$ cat config.mk
export PLATFORM = sky130hd
export DESIGN_NAME = exc_cause_unit
export DESIGN_NICKNAME = d
export VERILOG_FILES = /design/src/rtl/exc_cause_pkg.sv /design/src/rtl/exc_cause_ctrl.sv /design/src/rtl/exc_cause_dp.sv /design/src/rtl/exc_cause_unit.sv
export SDC_FILE = /design/constraint.sdc
export NUM_CORES = 1
export LEC_CHECK = 0
export BUFFER_PORTS_ARGS = -buffer_cell sky130_fd_sc_hd__buf_2
export CELL_PAD_IN_SITES_DETAIL_PLACEMENT = 1
export CELL_PAD_IN_SITES_GLOBAL_PLACEMENT = 1
export CORE_MARGIN = 1.5
export CORE_UTILIZATION = 37
export CTS_CLUSTER_DIAMETER = 150
export DETAILED_ROUTE_END_ITERATION = 8
export PLACE_DENSITY = 0.88
export SYNTH_ARGS = -nofsm -noshare
export SYNTH_HDL_FRONTEND = slang
export SYNTH_SLANG_ARGS = --single-unit
export TNS_END_PERCENT = 50
$ cat constraint.sdc
create_clock -name clk -period 2.3 [get_ports clk]
set_clock_uncertainty 0.05 [all_clocks]
set_input_delay 0 -clock clk [delete_from_list [all_inputs] [get_ports clk]]
set_output_delay 0 -clock clk [all_outputs]
set_load 0.05 [all_outputs]
$ cat src/rtl/exc_cause_pkg.sv
package exc_cause_pkg;
  localparam int DATA_W    = 32;
  localparam int NUM_IRQ   = 8;
  localparam int IRQ_NUM_W = 4;
  localparam int SW_IP_N   = 2;   // low IP bits software may write
  localparam int TIMER_LINE = NUM_IRQ - 1;

  // field positions inside the cause word
  localparam int POS_BD    = 31;
  localparam int POS_TI    = 30;
  localparam int POS_CE_LO = 28;
  localparam int POS_DC    = 27;
  localparam int POS_IV    = 23;
  localparam int POS_WP    = 22;
  localparam int POS_IP_LO = 8;
  localparam int POS_CODE_LO = 2;
  localparam int CODE_W    = 5;
  localparam int CE_W      = 2;

  localparam logic [2:0] REL_LATE = 3'd1;
  localparam logic [CODE_W-1:0] CODE_COP_UNUSABLE = 5'd11;

  typedef enum logic [1:0] {
    SEL_CAUSE   = 2'd0,
    SEL_COUNT   = 2'd1,
    SEL_COMPARE = 2'd2,
    SEL_NONE    = 2'd3
  } wrSel_e;

  typedef struct packed {
    logic                wrCause;
    logic                wrCount;
    logic                wrCompare;
    logic [NUM_IRQ-1:0]  hwSet;
    logic [NUM_IRQ-1:0]  hwClr;
    logic                timerHit;
    logic                relLate;
    logic                excEnter;
    logic [DATA_W-1:0]   causeMask;
  } ctrlStrobes_t;
endpackage

$ cat src/rtl/exc_cause_ctrl.sv
module exc_cause_ctrl
  import exc_cause_pkg::*;
#(
  parameter int NIRQ  = NUM_IRQ,
  parameter int NUM_W = IRQ_NUM_W
) (
  input  logic [2:0]       relLevel,
  input  logic             irqReqValid,
  input  logic [NUM_W-1:0] irqReqNum,
  input  logic             irqReqLevel,
  input  logic             swWrEn,
  input  logic [1:0]       swWrSel,
  input  logic             excValid,
  input  logic             dcBit,
  input  logic             countMatch,
  output ctrlStrobes_t     stb
);
  localparam logic [DATA_W-1:0] BASE_MASK =
    (DATA_W'(1) << POS_IV) | (DATA_W'(1) << POS_WP) |
    (DATA_W'((1 << SW_IP_N) - 1) << POS_IP_LO);

  always_comb begin
    stb           = '0;
    stb.relLate   = (relLevel == REL_LATE);
    stb.wrCause   = swWrEn && (wrSel_e'(swWrSel) == SEL_CAUSE);
    stb.wrCount   = swWrEn && (wrSel_e'(swWrSel) == SEL_COUNT);
    stb.wrCompare = swWrEn && (wrSel_e'(swWrSel) == SEL_COMPARE);
    stb.excEnter  = excValid;
    stb.timerHit  = countMatch && !dcBit;
    stb.causeMask = BASE_MASK | (stb.relLate ? (DATA_W'(1) << POS_DC) : '0);
    for (int i = 0; i < NIRQ; i++) begin
      if (irqReqValid && (irqReqNum == NUM_W'(i))) begin
        stb.hwSet[i] = irqReqLevel;
        stb.hwClr[i] = !irqReqLevel;
      end
    end
  end
endmodule

$ cat src/rtl/exc_cause_dp.sv
module exc_cause_dp
  import exc_cause_pkg::*;
#(
  parameter int DW   = DATA_W,
  parameter int NIRQ = NUM_IRQ
) (
  input  logic                clk,
  input  logic                rst_n,
  input  ctrlStrobes_t        stb,
  input  logic [DW-1:0]       swWrData,
  input  logic [CODE_W-1:0]   excCode,
  input  logic [CE_W-1:0]     excCopNum,
  input  logic                excDelaySlot,
  input  logic [DW-1:0]       excPc,
  input  logic                excExl,
  input  logic [NIRQ-1:0]     statusIm,
  input  logic                statusIe,
  input  logic                statusExl,
  input  logic                statusErl,
  output logic [DW-1:0]       causeOut,
  output logic [DW-1:0]       epcOut,
  output logic [DW-1:0]       countOut,
  output logic [NIRQ-1:0]     irqPending,
  output logic                dcBit,
  output logic                countMatch
);
  localparam int IP_HI = POS_IP_LO + NIRQ - 1;

  logic [DW-1:0]   causeQ, causeNext, epcQ, countQ, compareQ;
  logic [NIRQ-1:0] ipHw, ipNext, swIp;

  always_comb begin
    ipHw      = (causeQ[IP_HI:POS_IP_LO] | stb.hwSet) & ~stb.hwClr;
    causeNext = causeQ;
    if (stb.wrCause)
      causeNext = (causeQ & ~stb.causeMask) | (swWrData & stb.causeMask);
    swIp   = causeNext[IP_HI:POS_IP_LO];
    ipNext = ipHw;
    if (stb.wrCause) ipNext[SW_IP_N-1:0] = swIp[SW_IP_N-1:0];
    if (stb.timerHit) ipNext[NIRQ-1] = 1'b1;
    if (stb.wrCompare) ipNext[NIRQ-1] = 1'b0;
    causeNext[IP_HI:POS_IP_LO] = ipNext;
    if (stb.timerHit && stb.relLate) causeNext[POS_TI] = 1'b1;
    if (stb.wrCompare) causeNext[POS_TI] = 1'b0;
    if (stb.excEnter) begin
      causeNext[POS_CODE_LO +: CODE_W] = excCode;
      if (excCode == CODE_COP_UNUSABLE)
        causeNext[POS_CE_LO +: CE_W] = excCopNum;
      if (excDelaySlot) begin
        if (!excExl) causeNext[POS_BD] = 1'b1;
      end else begin
        causeNext[POS_BD] = 1'b0;
      end
    end
  end

  always_ff @(posedge clk) begin
    if (!rst_n) begin
      causeQ   <= '0;
      epcQ     <= '0;
      countQ   <= '0;
      compareQ <= '1;
    end else begin
      causeQ <= causeNext;
      if (stb.excEnter)
        epcQ <= excDelaySlot ? (excPc - DW'(4)) : excPc;
      if (stb.wrCount)
        countQ <= swWrData;
      else if (!causeQ[POS_DC])
        countQ <= countQ + DW'(1);
      if (stb.wrCompare)
        compareQ <= swWrData;
    end
  end

  assign causeOut   = causeQ;
  assign epcOut     = epcQ;
  assign countOut   = countQ;
  assign dcBit      = causeQ[POS_DC];
  assign countMatch = (countQ == compareQ);
  assign irqPending = (statusIe && !statusExl && !statusErl) ?
                      (causeQ[IP_HI:POS_IP_LO] & statusIm) : '0;
endmodule

$ cat src/rtl/exc_cause_unit.sv
module exc_cause_unit
  import exc_cause_pkg::*;
#(
  parameter int DW    = DATA_W,
  parameter int NIRQ  = NUM_IRQ,
  parameter int NUM_W = IRQ_NUM_W
) (
  input  logic              clk,
  input  logic              rst_n,
  input  logic [2:0]        relLevel,
  input  logic              irqReqValid,
  input  logic [NUM_W-1:0]  irqReqNum,
  input  logic              irqReqLevel,
  input  logic              swWrEn,
  input  logic [1:0]        swWrSel,
  input  logic [DW-1:0]     swWrData,
  input  logic              excValid,
  input  logic [4:0]        excCode,
  input  logic [1:0]        excCopNum,
  input  logic              excDelaySlot,
  input  logic [DW-1:0]     excPc,
  input  logic              excExl,
  input  logic [NIRQ-1:0]   statusIm,
  input  logic              statusIe,
  input  logic              statusExl,
  input  logic              statusErl,
  output logic [DW-1:0]     causeOut,
  output logic [DW-1:0]     epcOut,
  output logic [DW-1:0]     countOut,
  output logic [NIRQ-1:0]   irqPending
);
  ctrlStrobes_t stb;
  logic dcBit, countMatch;

  exc_cause_ctrl #(.NIRQ(NIRQ), .NUM_W(NUM_W)) u_ctrl (
    .relLevel(relLevel), .irqReqValid(irqReqValid), .irqReqNum(irqReqNum),
    .irqReqLevel(irqReqLevel), .swWrEn(swWrEn), .swWrSel(swWrSel),
    .excValid(excValid), .dcBit(dcBit), .countMatch(countMatch), .stb(stb)
  );

  exc_cause_dp #(.DW(DW), .NIRQ(NIRQ)) u_dp (
    .clk(clk), .rst_n(rst_n), .stb(stb), .swWrData(swWrData),
    .excCode(excCode), .excCopNum(excCopNum), .excDelaySlot(excDelaySlot),
    .excPc(excPc), .excExl(excExl), .statusIm(statusIm), .statusIe(statusIe),
    .statusExl(statusExl), .statusErl(statusErl), .causeOut(causeOut),
    .epcOut(epcOut), .countOut(countOut), .irqPending(irqPending),
    .dcBit(dcBit), .countMatch(countMatch)
  );
endmodule

### Word-level counts from Yosys, hierarchy flattened

Index checks and enable logic that the tools add are counted.

* reduce and logical (&&, ||, !) cells: 24
* bitwise logic cells: 9
* $add $sub $neg: 2
* equal/unequal tests: 13
* muxes and demuxes: 31

Operators with widths (count)
* 32-bit two-way mux: 4
* 32-bit by 1-bit adder with 32-bit output (second input constant): 1
* 32-bit by 28-bit bitwise AND with 32-bit output: 1
* 32-bit bitwise AND: 1
* 32-bit equality test: 1
* 28-bit inverter with 32-bit output: 1
* 32-bit OR: 1
* 32-bit by 3-bit subtractor with 32-bit output (second input constant): 1
* 28-bit two-way mux: 1
* 1-bit two-way mux: 21
* 8-bit bitwise AND: 2
* 4-bit by 3-bit equality test with 1-bit output (second input constant): 4
* 1-bit logical AND: 15
* 4-bit by 2-bit equality test with 1-bit output (second input constant): 2
* 8-bit two-way mux: 1
* 8-bit inverter: 1
* 8-bit OR: 1
* 2-bit two-way mux: 3
* 5-bit by 4-bit equality test with 1-bit output (second input constant): 1
* 5-bit two-way mux: 1
* 4-bit by 1-bit equality test with 1-bit output (second input constant): 1
* 1-bit logical NOT: 4
* 4-bit logical NOT: 1
* 2-bit nonzero test: 2
* other kinds (7): 7

* output and inout bits: 104
* word-level logic and storage cells: 87
* bits in registers: 128
* bits of input ports: 99

### Logic depth before layout (Yosys ltp)

* word-level depth: 9
* depth in mapped cells: 8

### Cells and area by module

Synthesis repeated with hierarchy kept, for this count alone.

* cells, all modules: 798
* area total of the unflattened synthesis: 6645.1 um^2

By module, submodules not included
* exc_cause_dp: sequential area each 2562.5 um^2, cells an instance 734, area each 6221.0 um^2, times used 1
* exc_cause_ctrl: sequential area each 0.0 um^2, cells an instance 64, area each 424.2 um^2, times used 1

### Worst setup path before layout

OpenSTA, ideal clock, no wires.

* kind: register -> register
* start point: register u_dp.countQ[2] (netlist: u_dp.countOut[2])
* end point: register u_dp.countQ[16] (netlist: u_dp.countOut[16])
* data required time: 2164 ps
* path buffers: 1
* library setup time: 86 ps
* arrival time: 2108 ps
* path slack: 57 ps
* cell stages (with the launch flop): 7
* path through: dfxtp_1 clkbuf_1 nand4_1 nor4_2 nand4_1 xor2_1 a211oi_1

* word-level cells in the longest chain between the ends: 3

Ends and longest elaborated chain
* start, declared: line exc_cause_dp.sv:29 `logic [DW-1:0] causeQ, causeNext, epcQ, countQ, compareQ;`
* start signal, assigned: line exc_cause_dp.sv:68 `countQ <= swWrData;`
* start signal, assigned: line exc_cause_dp.sv:70 `countQ <= countQ + DW'(1);`
* 32-bit by 1-bit adder with 32-bit output: line exc_cause_dp.sv:70
* 32-bit two-way mux: line exc_cause_dp.sv:69 `else if (!causeQ[POS_DC])`
* 32-bit two-way mux: line exc_cause_dp.sv:67 `if (stb.wrCount)`

Every way passes these cells. The select of a mux whose other input is x is not followed.
A chain may end at the register's enable or synchronous reset.

### Worst setup path after layout

* start point: input port excPc[4]
* end point: register u_dp.epcQ[12] (netlist: u_dp.epcOut[12])

* word-level cells in the longest chain between the ends: 2

Ends and longest elaborated chain
* start, declared: line exc_cause_unit.sv:21 `input logic [DW-1:0] excPc,`
* 32-bit by 3-bit subtractor with 32-bit output: line exc_cause_dp.sv:66 `epcQ <= excDelaySlot ? (excPc - DW'(4)) : excPc;`
* 32-bit two-way mux: line exc_cause_dp.sv:66
* end signal, assigned: line exc_cause_dp.sv:66
* end, declared: line exc_cause_dp.sv:29

Every way passes these cells.

==> impl_metrics.csv <==
group,metric,value,unit
critical_path,reg2regPathDepth,6,
drt,vias,6430,
cells_and_area,fillers,1900,
drt,postRouteAntennaNets,0,
cells_and_area,nets,1064,
timing,drv_slew,0,
timing,fmax,459,MHz
floorplanning,rows,46,
critical_path,crit_type,"primary input to register",
logic_synthesis,synth_cell_types,57,
placement,pre_cts_ws,0.405,ns
critical_path,slowest_stage,"dlygate4sd3_1",
clocking,cts_buffers,17,
logic_synthesis,ys_warn_count,0,
clocking,clk_pin_slew,0.06,ns
pwr,p_total,6.28,mW
critical_path,start_kind,"primary input",
logic_synthesis,synth_fa_ha_area_share,0.421,%
timing,fin_crit,2.18,ns
timing,worst_pin_slew,0.702,ns
critical_path,path_cells,"dlygate4sd3_1 > buf_2 > nand4bb_4 > or3_4 > nor2_1 > xnor2_1 > dlygate4sd3_1 > a21oi_1",
pwr,pwr_density_cell,730,nW/um2
run,drv_cap,0,
logic_synthesis,synth-xor-area-share,13.1,%
timing,setup_viol,0,
logic_synthesis,ys_seq_elements,116,
placement,dp_cells,1069,
pwr,leakage,3.81,nW
critical_path,cp_num_buf_inv,3,
critical_path,worst_path_most_repeated_cell,"dlygate4sd3_1",
logic_synthesis,yosys.area_share.simple,26.6,%
grt,grt.met2_usage,50.4,%
logic_synthesis,synth-edff-count,0,
logic_synthesis,syn_area,5950,um2
cells_and_area,syn_to_final_growth,44.6,%
timing,tns,0,ns
logic_synthesis,synth-compound-area-share,10.9,%
drt,drt-initial-drc-count,380,
grt,overflow,0,
status,status,"complete, no violations",
logic_synthesis,synth_top_flop_cell,"dfxtp_1",
drt,avgRoutedWirePerCell,20.3,um
clocking,cts_root_buffer,"clkbuf_16",
timing,final-hold-violation-count,0,
placement,placed_area,7020,um2
floorplanning,die_width,130,um
clocking,clkLatencyLatePin,0.42,ns
timing,setup_slack,0.121,ns
grt,grt_use_met3,7.91,%
logic_synthesis,synth_mux_area_share,3.53,%
timing,finalCritPeriodShare,94.7,%
timing,rsz0062_at_grt,"no",
clocking,h-tree-depth,4,
critical_path,r2r-start,"u_dp.countOut[2]",
floorplanning,ios,203,
floorplanning,core_area,15800,um2
logic_synthesis,synth_area_per_cell,8.62,um2
grt,grt_pass1_wl,36400,um
critical_path,r2r_setup_slack,0.35,ns
logic_synthesis,synth_commonest_cells,"dfxtp_1 (116), nand2_1 (81), xnor2_1 (57), nor2_1 (55), nand3_1 (48)",
logic_synthesis,synth.most_common_cell,"dfxtp_1",
clocking,cts.path.max_buffers,2,
hold_path,holdCritStartpoint,"excPc[3]",
timing,slew_headroom,53.2,%
floorplanning,die_area,16800,um2
critical_path,critical_path.top_delay_family,"buffers and inverters",
critical_path,r2r_end,"u_dp.countOut[19]",
floorplanning,initial_utilization,37.7,%
drt,via_per_inst,5.38,
logic_synthesis,postSynthCellCount,690,
hold_path,holdPathEnd,"u_dp.epcOut[3]",
clocking,cts_tree,"done",
grt,track_usage,28.6,%
placement,portBuffers,190,
grt,grt_pass1_vias,6802,
drt,firstDrtPassIters,4,
logic_synthesis,async_flop_share,0,%
logic_synthesis,yosysTopAreaCellShare,39.0,%
critical_path,slowest_delay,0.59,ns
logic_synthesis,synth_top_family_by_area,"simple AND/OR/NAND/NOR gates",
drt,drc,0,
cells_and_area,drive_gt1_share,27.0,%
cells_and_area,multiInputGateArea,3310,um2
cells_and_area,stdcell_count,1195,
grt,use_met1,31.3,%
cells_and_area,regArea,2320,um2
drt,wl,24200,um
critical_path,critPathCaptureType,"register",
grt,grt_max_degree,69,
pwr,irDropWorstVdd,0.494,mV
cells_and_area,stdcell_area,8600,um2
floorplanning,die_h,130,um
critical_path,worstPathRequired,2.50,ns
critical_path,critPathArrivalTime,2.38,ns
hold_path,min_path_type,"primary input to register",
clocking,cts.sinks,116,
logic_synthesis,yosysSeqAreaShare,39.0,%
placement,dp.final_hpwl,14100,um
logic_synthesis,yosys.area.top_type,"dfxtp_1",
critical_path,path_max_fanout,5,
grt,antenna_found_initial,3,
grt,grt.busiest_layer,"met2",
placement,gp_congestion,0.855,
hold_path,hold_depth,5,
logic_synthesis,ys_top_cells_by_area,"dfxtp_1 (39%), xnor2_1 (8.4%), nand2_1 (5.1%), xor2_1 (4.7%), nand3_1 (4.0%)",
## registers in the layout, indices dropped and copies added (netlist names), named ones only
name,count
u_dp.compareQ,32
u_dp.countOut,32
u_dp.epcOut,32
u_dp.causeOut,12
## metrics by stage
step           utilization [%]  hold WS (ns)
4_1_cts                   54.3      0.000796
6_report                  54.5        0.0450
2_1_floorplan                -        0.0740
3_3_place_gp              44.5         0.175
5_1_grt                   54.5        0.0466
3_5_place_dp              44.5         0.182
## power by group
group	total [mW]	internal, mW	switching (mW)
Sequential	2.23	2.12	0.107
Clock	2.93	1.97	0.954
Combinational	1.12	0.387	0.734
Total	6.28	4.48	1.80
## cells in the final DEF, fill, tap and decap left out, types with 3 or more instances in the layout
master,Yosys,layout
a211oi_1,21,21
a21oi_1,39,39
a311oi_1,3,3
and3_1,12,12
and4_1,3,3
buf_2,1,190
buf_4,13,20
bufinv_16,0,5
clkbuf_1,34,3
clkbuf_16,0,17
clkinv_2,0,4
conb_1,1,12
dfxtp_1,116,116
diode_2,0,3
dlygate4sd3_1,0,89
inv_1,8,8
mux2i_1,21,21
nand2_1,81,81
nand3_1,48,48
nand3b_1,4,4
nand4_1,21,21
nor2_1,55,54
nor2b_1,3,3
nor3_1,9,8
nor3b_1,4,4
nor4_1,4,4
nor4_2,4,4
nor4_4,7,7
o21ai_0,40,40
or3_1,3,3
or4_1,4,4
xnor2_1,57,57
xor2_1,32,32
## cell type report
| class | instances | area share [%] |
|---|---|---|
| antenna | 3 | 0.0873 |
| clock buffer | 22 | 5.40 |
| clock inverter | 10 | 2.07 |
| inverter | 9 | 0.393 |
| multi-input combinational | 519 | 38.5 |
| sequential | 116 | 27.0 |
| tap | 216 | 3.14 |
| timing repair buffer | 300 | 23.4 |
## per-layer routing
layer  routed length (um)  share of wire [%]
met5                    0                  0
met4                 1060                4.4
met3                 1660                6.9
met2                12300                 51
met1                 9170                 38
## worst max-delay path by stage
stage                     startpoint                end  slack [ns]  cells after the start
floorplan           u_dp.countOut[2]  u_dp.countOut[16]        0.06                      6
global placement           excPc[18]    u_dp.epcOut[28]        0.45                      6
detailed placement  u_dp.countOut[6]  u_dp.countOut[16]        0.40                      6
CTS                         excPc[4]    u_dp.epcOut[14]        0.11                      8
global route                excPc[4]    u_dp.epcOut[14]        0.05                      8
finish                      excPc[4]    u_dp.epcOut[12]        0.12                      8
## logic make-up (layout without fill, tap and decap cells)
| group | count (synthesis) | in the layout |
|---|---|---|
| fa+ha+maj | 2 | 2 |
| compound gates | 112 | 112 |
| other cells | 1 | 15 |
| xor+xnor | 89 | 89 |
| simple gates | 283 | 283 |
| mux | 21 | 21 |
| buf+inv | 66 | 341 |
| flops | 116 | 116 |
## what timing repair did
| action | 4_1_cts | 5_1_grt |
|---|---|---|
| hold buffers | 89 | 0 |
| endpoints found under the hold margin | 115 | 0 |
| buffers inserted | 0 | 2 |
| endpoints found under the setup margin | 0 | 2 |
| gates resized for setup | 0 | 3 |
## worst register-to-register path, cell delays in order (launching register included)
cell	delay (ns)
dfxtp_1	0.47
and4_1	0.37
nor4bb_1	0.24
buf_4	0.25
nand2_1	0.11
xor2_1	0.16
a211oi_1	0.22
No activity file was read; power rests on OpenSTA's default activity.
